===== src/rtl/irq_edge_pkg.sv =====
// Package: shared types and register addresses for the external interrupt
// edge detection unit.
package irq_edge_pkg;

    // Edge sense selection, one code per programmable pin.
    typedef enum logic [1:0] {
        EDGE_NONE = 2'b00,
        EDGE_FALL = 2'b01,
        EDGE_RISE = 2'b10,
        EDGE_BOTH = 2'b11
    } edge_mode_e;

    localparam int ADDR_W = 2;

    // Write-port address map.
    localparam logic [ADDR_W-1:0] REG_EDGE_SEL = 2'd0;
    localparam logic [ADDR_W-1:0] REG_FLAGS    = 2'd1;

endpackage


===== src/rtl/irq_pin_sync.sv =====
// Module: irq_pin_sync
// Brings one asynchronous pin into the clock domain through STAGES flops.
// It also keeps the synchronized level from one cycle earlier, for edge
// comparison.
// Assumes STAGES >= 2. RST_VAL is the idle level of the pin.
module irq_pin_sync #(
    parameter int STAGES  = 2,
    parameter bit RST_VAL = 1'b1
) (
    input  logic clk,
    input  logic rst_n,
    input  logic pin_i,
    output logic cur_o,
    output logic prev_o
);

    logic [STAGES-1:0] chain_q;
    logic              hist_q;

    // Shift the pin through the synchronizer and record the last level.
    always_ff @(posedge clk) begin
        if (!rst_n) begin
            chain_q <= {STAGES{RST_VAL}};
            hist_q  <= RST_VAL;
        end else begin
            chain_q <= {chain_q[STAGES-2:0], pin_i};
            hist_q  <= chain_q[STAGES-1];
        end
    end

    assign cur_o  = chain_q[STAGES-1];
    assign prev_o = hist_q;

endmodule


===== src/rtl/irq_edge_qual.sv =====
// Module: irq_edge_qual
// Decides, from the current and previous synchronized levels, whether the
// transition matches the selected sense mode. Purely combinational.
module irq_edge_qual
    import irq_edge_pkg::*;
(
    input  edge_mode_e mode_i,
    input  logic       cur_i,
    input  logic       prev_i,
    output logic       hit_o
);

    logic rise;
    logic fall;

    assign rise = cur_i & ~prev_i;
    assign fall = ~cur_i & prev_i;

    // Select which transition counts for this mode.
    always_comb begin
        unique case (mode_i)
            EDGE_NONE: hit_o = 1'b0;
            EDGE_FALL: hit_o = fall;
            EDGE_RISE: hit_o = rise;
            EDGE_BOTH: hit_o = rise | fall;
            default:   hit_o = 1'b0;
        endcase
    end

endmodule


===== src/rtl/irq_flag_reg.sv =====
// Module: irq_flag_reg
// Sticky request flag. A set request wins over a clear in the same cycle,
// so no edge is lost to a racing software clear.
module irq_flag_reg (
    input  logic clk,
    input  logic rst_n,
    input  logic set_i,
    input  logic clr_i,
    output logic flag_o
);

    // Hold the pending request: set has priority over clear.
    always_ff @(posedge clk) begin
        if (!rst_n)     flag_o <= 1'b0;
        else if (set_i) flag_o <= 1'b1;
        else if (clr_i) flag_o <= 1'b0;
    end

endmodule


===== src/rtl/irq_enable_ctl.sv =====
// Module: irq_enable_ctl
// Global enable bit and the request gate. A take strobe clears the enable
// and wins over a simultaneous return strobe. The enable resets to 0.
module irq_enable_ctl (
    input  logic clk,
    input  logic rst_n,
    input  logic take_i,
    input  logic ret_i,
    input  logic pending_i,
    output logic ien_o,
    output logic irq_o
);

    // Track the global enable across handler entry and exit.
    always_ff @(posedge clk) begin
        if (!rst_n)      ien_o <= 1'b0;
        else if (take_i) ien_o <= 1'b0;
        else if (ret_i)  ien_o <= 1'b1;
    end

    assign irq_o = ien_o & pending_i;

endmodule


===== src/rtl/ext_irq_edge_unit.sv =====
// Module: ext_irq_edge_unit
// Top of the external interrupt edge detection unit.
// - The first N_FIXED pins sense falling edges only.
// - The remaining pins each take a 2-bit sense code from a write-only
//   register.
// - Flags are sticky and cleared by writing 0 to their bit.
// Assumes N_FIXED < N_PINS and that all inputs share clk, except pin_i.
module ext_irq_edge_unit
    import irq_edge_pkg::*;
#(
    parameter int N_PINS      = 4,
    parameter int N_FIXED     = 2,
    parameter int SYNC_STAGES = 2,
    localparam int N_PROG     = N_PINS - N_FIXED,
    localparam int SEL_W      = 2 * N_PROG,
    localparam int DATA_W     = (SEL_W > N_PINS) ? SEL_W : N_PINS
) (
    input  logic              clk,
    input  logic              rst_n,
    input  logic [N_PINS-1:0] pin_i,
    input  logic              wr_en_i,
    input  logic [ADDR_W-1:0] wr_addr_i,
    input  logic [DATA_W-1:0] wr_data_i,
    input  logic              take_i,
    input  logic              ret_i,
    output logic [N_PINS-1:0] flags_o,
    output logic              ien_o,
    output logic              irq_o
);

    logic [SEL_W-1:0]  sel_q;
    logic [N_PINS-1:0] hit;
    logic [N_PINS-1:0] clr;
    logic              sel_wr;
    logic              flag_wr;

    assign sel_wr  = wr_en_i && (wr_addr_i == REG_EDGE_SEL);
    assign flag_wr = wr_en_i && (wr_addr_i == REG_FLAGS);

    // Hold the write-only sense register; it resets to "no detection".
    always_ff @(posedge clk) begin
        if (!rst_n)      sel_q <= '0;
        else if (sel_wr) sel_q <= wr_data_i[SEL_W-1:0];
    end

    for (genvar i = 0; i < N_PINS; i++) begin : g_pin
        logic       cur;
        logic       prev;
        edge_mode_e mode;

        irq_pin_sync #(
            .STAGES  (SYNC_STAGES),
            .RST_VAL (1'b1)
        ) u_sync (
            .clk    (clk),
            .rst_n  (rst_n),
            .pin_i  (pin_i[i]),
            .cur_o  (cur),
            .prev_o (prev)
        );

        if (i < N_FIXED) begin : g_fixed
            assign mode = EDGE_FALL;
        end else begin : g_prog
            assign mode = edge_mode_e'(sel_q[2*(i-N_FIXED) +: 2]);
        end

        irq_edge_qual u_qual (
            .mode_i (mode),
            .cur_i  (cur),
            .prev_i (prev),
            .hit_o  (hit[i])
        );

        assign clr[i] = flag_wr && !wr_data_i[i];

        irq_flag_reg u_flag (
            .clk    (clk),
            .rst_n  (rst_n),
            .set_i  (hit[i]),
            .clr_i  (clr[i]),
            .flag_o (flags_o[i])
        );
    end

    irq_enable_ctl u_en (
        .clk       (clk),
        .rst_n     (rst_n),
        .take_i    (take_i),
        .ret_i     (ret_i),
        .pending_i (|flags_o),
        .ien_o     (ien_o),
        .irq_o     (irq_o)
    );

endmodule


===== config.mk =====
export PLATFORM = sky130hd
export DESIGN_NAME = ext_irq_edge_unit
export DESIGN_NICKNAME = d
export VERILOG_FILES = /design/src/rtl/irq_edge_pkg.sv /design/src/rtl/irq_pin_sync.sv /design/src/rtl/irq_edge_qual.sv /design/src/rtl/irq_flag_reg.sv /design/src/rtl/irq_enable_ctl.sv /design/src/rtl/ext_irq_edge_unit.sv
export SDC_FILE = /design/constraint.sdc
export NUM_CORES = 1
export LEC_CHECK = 0
export ABC_AREA = 1
export CAP_MARGIN = 20
export CORE_AREA = 2 2 44 46
export DETAILED_ROUTE_END_ITERATION = 16
export DIE_AREA = 0 0 46 48
export PLACE_DENSITY = 0.75
export SETUP_SLACK_MARGIN = 0.5
export SLEW_MARGIN = 20
export SYNTH_ARGS = -nofsm -noshare
export SYNTH_HDL_FRONTEND = slang
export SYNTH_SLANG_ARGS = --single-unit

===== constraint.sdc =====
create_clock -name clk -period 3.3 [get_ports clk]
set_clock_uncertainty 0.1 [all_clocks]
set_input_delay 0.99 -clock clk [delete_from_list [all_inputs] [get_ports clk]]
set_output_delay 0.99 -clock clk [all_outputs]
set_load 0.01 [all_outputs]

== After elaboration in Yosys (flattened, before gate mapping) ==
Index checks and enable logic that the tools add are counted.
Cells by class
  eq/ne operators: 7
  mux-type cells: 10
  bitwise logic cells: 16
  reduce and logical (&&, ||, !) cells: 19
Operators with widths (count)
  equality test 2 bit, second input constant: 4
  2-to-1 mux 1 bit: 8
  case mux 1 bit (4 select lines): 2
  nonzero test 2 bit: 4
  bitwise AND 1 bit: 7
  NOT 1 bit: 7
  equality test 2 x 1 -> 1 bit, second input constant: 3
  logical AND 1 bit: 6
  logical NOT 2 bit: 3
  logical NOT 1 bit: 4
  OR reduction 4 bit: 1
  bitwise OR 1 bit: 2
  OR reduction 2 bit: 1
Storage, ports and cells
  flip-flop bits (word level): 21
  input port bits: 15
  output and inout bits: 6
  word-level logic and storage cells: 66

== Logic depth before layout (Yosys ltp) ==
  depth in word-level cells: 5
  mapped depth: 7
  gate-level depth less buffers: 7

== By module ==
From an unflattened synthesis, not the netlist that was laid out.
Second synthesis, totals
  cells, all modules: 147
  area, all modules: 1028.5 µm²
By module, submodules not included
  irq_pin_sync: times used 4, cells each 9, area each 82.6 µm², sequential area each 60.1 µm²
  irq_edge_qual: times used 4, cells each 11, area each 63.8 µm², sequential area each 0.0 µm²
  ext_irq_edge_unit: times used 1, cells each 36, area each 225.2 µm², sequential area each 80.1 µm²
  irq_flag_reg: times used 4, cells each 6, area each 43.8 µm², sequential area each 20.0 µm²
  irq_enable_ctl: times used 1, cells each 7, area each 42.5 µm², sequential area each 20.0 µm²

== Least setup slack after synthesis ==
OpenSTA, ideal clock, no wires.
  path kind: flip-flop to output port
  from: reg g_pin[1].u_flag.flag_o
  to: out irq_o
  arrival: 0.650 ns
  path slack: 1.560 ns
  cell stages (with the launch flop): 3
  buffers on the path: 0
  path through: dfxtp_1 -> nor4_1 -> nor2_1
On the way
  cells in the longest elaborated chain, start to end: 2
RTL lines
  start, declared: line irq_flag_reg.sv:9  | output logic flag_o
  start signal, assigned: line irq_flag_reg.sv:14  | if (!rst_n) flag_o <= 1'b0;
  start signal, assigned: line irq_flag_reg.sv:15  | else if (set_i) flag_o <= 1'b1;
  start signal, assigned: line irq_flag_reg.sv:16  | else if (clr_i) flag_o <= 1'b0;
  OR reduction 4 bit: line ext_irq_edge_unit.sv:91  | .pending_i (|flags_o),
  bitwise AND 1 bit: line irq_enable_ctl.sv:21  | assign irq_o = ien_o & pending_i;
  end, declared: line ext_irq_edge_unit.sv:28  | output logic irq_o
No other way between the ends.

== Worst setup path after layout ==
Ends and elaborated chain as after synthesis.

==> summary.md <==
| Metric | Value |
|---|---|
| Status | `completed` |
| Gr usage total | `between 10% and 20%` |
| #FFs+latches synth | `21` |
| Total number of vias | `677` |
| Share of cells above drive strength 1 | `approximately 7.6%` |
| Unrepaired setup endpoints after global routing | `false` |
| Gp weighted congestion | `around 0.74` |
| Starting Density | `49.7%` |
| Detailed Routing Iterations Pass 1 | `4` |
| Antenna cells | `0` |
| Syn_area_per_cell | `around 8.4 sq um` |
| Hold-fix buffers, CTS | `0` |
| M1 WL | `629 um` |
| WS Path Type | `flip-flop to primary output` |
| Hold depth | `1` |
| Final net count | `around 140` |
| Routed WL per cell | `about 11 um` |
| Post-layout min period | `2.56 ns` |
| VDD IR-drop max | `~270 uV` |
| Met3 Wirelength | `around 77 um` |
| Length of routed met2 wiring | `739 um` |
| Final Hold Vio Count | `0` |
| CP endpoint kind | `primary output` |
| Pwr dens | `~430 mW/mm^2` |
| Top Layer Used | `met4` |
| Number of global-route vias before repair | `about 570` |
| Die footprint | `0.00221 sq mm` |
| Max Slew Vio Count | `0` |
| Initial antenna violation count | `0` |
| Grt ovf | `0` |
| First-pass GRT wire length | `between 2000 and 2500 um` |
| Slew HR | `72.4%` |
| Synthesized Nets | `119` |
| R2R depth | `7` |
| Crit-path max FO | `3` |
| Die X | `roughly 46 um` |
| WL final | `between 1000 and 1500 um` |
| Port Buffer Count | `20` |
| Hold WC Path Type | `flip-flop to flip-flop` |
| Yosys top cell area share | `50.1%` |
| Core area | `~0.0017 sq mm` |
| Mapped cell area | `around 840 sq um` |
| Final Util | `around three fifths` |
| Clock Root Buffer | `clkbuf_4` |
| Num CTS Buffers | `3` |
| Area growth, synth to finish | `23.1%` |
| Clock transition at path regs | `~0.12 ns` |
| Vias per cell | `approximately 5.0` |
| Max-cap check violation count | `0` |
| Final period utilization | `~78%` |
| Remaining DRCs | `0` |
| Sequential-to-total area share from yosys stat | `between 50% and 60%` |
| CP startpoint kind | `flip-flop` |
| Row Count | `15` |
| Clk_lat worst skew | `roughly 0.30 ns` |
| Fmax | `391 MHz` |
| Post-CTS sizing | `0` |
| Post-Synthesis Cells | `100` |
| Io pins | `21` |
| Final ANT Viol Nets | `0` |
| Clk buf depth | `2` |
| Reg area | `about 420 sq um` |
| Slew @ Worst Pin | `about 0.4 ns` |
| Initial DRC count | `13` |
| H-tree depth | `1` |
| Number of post-CTS setup repair buffers | `0` |
| Worst EP arrival | `between 1 and 1.5 ns` |
| Fillcell total | `between 150 and 200` |
| Setup TNS | `0 ns` |
| Die H | `between 40 and 50 um` |
| Final setup viols | `0` |
| Maximum number of pins on one net before global-route repair | `13` |
| Synth Warn # | `0` |
| Leading area contributor after synthesis | `dfxtp_1` |
| Final HPWL from detailed placement | `between 1000 and 1500 um` |
| Total leakage power | `between 0.4 and 0.5 nW` |
| Clk sinks | `21` |
| Worst EP required | `2.21 ns` |
| Multi-input logic area | `slightly above 300 sq um` |
| Top cells by area, synth | `dfxtp_1, nand2_1, inv_1` |
| Cell variety after synth | `20` |
| CTS tree | `built` |
[path summary, 6_finish.rpt]
check	start	to	slack, ns
max	g_pin[1].u_flag.flag_o$_SDFFE_PN0P_	irq_o	0.74
min	g_pin[0].u_sync.chain_q[0]$_SDFF_PN1_	g_pin[0].u_sync.chain_q[1]$_SDFF_PN1_	0.32
max reg2reg	g_pin[2].u_sync.chain_q[1]$_SDFF_PN1_	g_pin[2].u_flag.flag_o$_SDFFE_PN0P_	2.09
min reg2reg	g_pin[0].u_sync.chain_q[0]$_SDFF_PN1_	g_pin[0].u_sync.chain_q[1]$_SDFF_PN1_	0.32
[layer usage]
metal	GRT usage, %	vias to the layer above
met2	24.4	19
met5	0	-
met1	18.1	312
li1	-	341
met3	2.64	5
met4	8.57	0
[metrics by stage]
step	cell area, sq um	total power [W]	hold slack [ns]	std cells	worst slack [ns]
6_report	1030	0.000444	0.322	135	0.741
5_1_grt	1030	0.000464	0.340	135	0.708
4_1_cts	1030	0.000447	0.322	135	0.735
3_5_place_dp	1010	0.000331	0.294	131	0.880
3_3_place_gp	1010	0.000330	0.289	131	0.934
2_1_floorplan	840	0.000305	0.285	100	1.56
[report_power, final]
| part | leakage, nW | total (W) | internal (W) | switching, W |
|---|---|---|---|---|
| Sequential | 0.173 | 0.000271 | 0.000265 | 0.00000623 |
| Clock | 0.0177 | 0.000119 | 0.0000452 | 0.0000740 |
| Combinational | 0.275 | 0.0000536 | 0.0000312 | 0.0000224 |
| Total | 0.465 | 0.000444 | 0.000341 | 0.000103 |
[state kept, by name, summed over array words and instances, names as in the netlist]
signal / flops
g_pin.u_flag.flag_o: 4
g_pin.u_sync.chain_q: 8
g_pin.u_sync.prev_o: 4
sel_q: 4
u_en.ien_o: 1
[critical path, cell delays in order (launching register included)]
cell and delay, ns:
dfxtp_1 0.35, nor4_1 0.27, nor2_1 0.07, clkdlybuf4s50_1 0.48
[cells in the mapped netlist (all sizes together)]
cell and count:
dfxtp 21, nand2 21, inv 15, or2 8, a21oi 6, buf 5
nand3 5, o21ai 5, ha 4, nor2 4, nor3 3, a21o 1
clkbuf 1, nor4 1
[placed cells by master (no fill, tap or decap)]
| cell type | instances |
|---|---|
| o21ai_0 | 4 |
| ha_1 | 4 |
| nand3_1 | 5 |
| clkbuf_4 | 3 |
| or2_1 | 6 |
| nor4_1 | 1 |
| nor3_1 | 3 |
| nor2_2 | 1 |
| a21oi_1 | 6 |
| inv_2 | 1 |
| o21ai_1 | 1 |
| nand2_2 | 1 |
| clkdlybuf4s50_1 | 20 |
| clkinv_2 | 1 |
| dfxtp_1 | 21 |
| inv_1 | 14 |
| nand2_1 | 20 |
| or2_2 | 2 |
| a21o_1 | 1 |
| nor2_1 | 3 |
[final cells by class]
type	count	share of cell area [%]
Multi-Input combinational cell	58	29.8
Clock buffer	3	2.18
Tap cell	17	2.06
Timing Repair Buffer	20	19.4
Inverter	15	5.45
Clock inverter	1	0.484
Sequential cell	21	40.7
[logic make-up after synthesis]
family	synth area share [%]
simple gates	23.2
buf+inv	13.3
flops	50.1
compound gates	7.45
fa+ha+maj	5.96
Power figures use the tool's default switching activity.
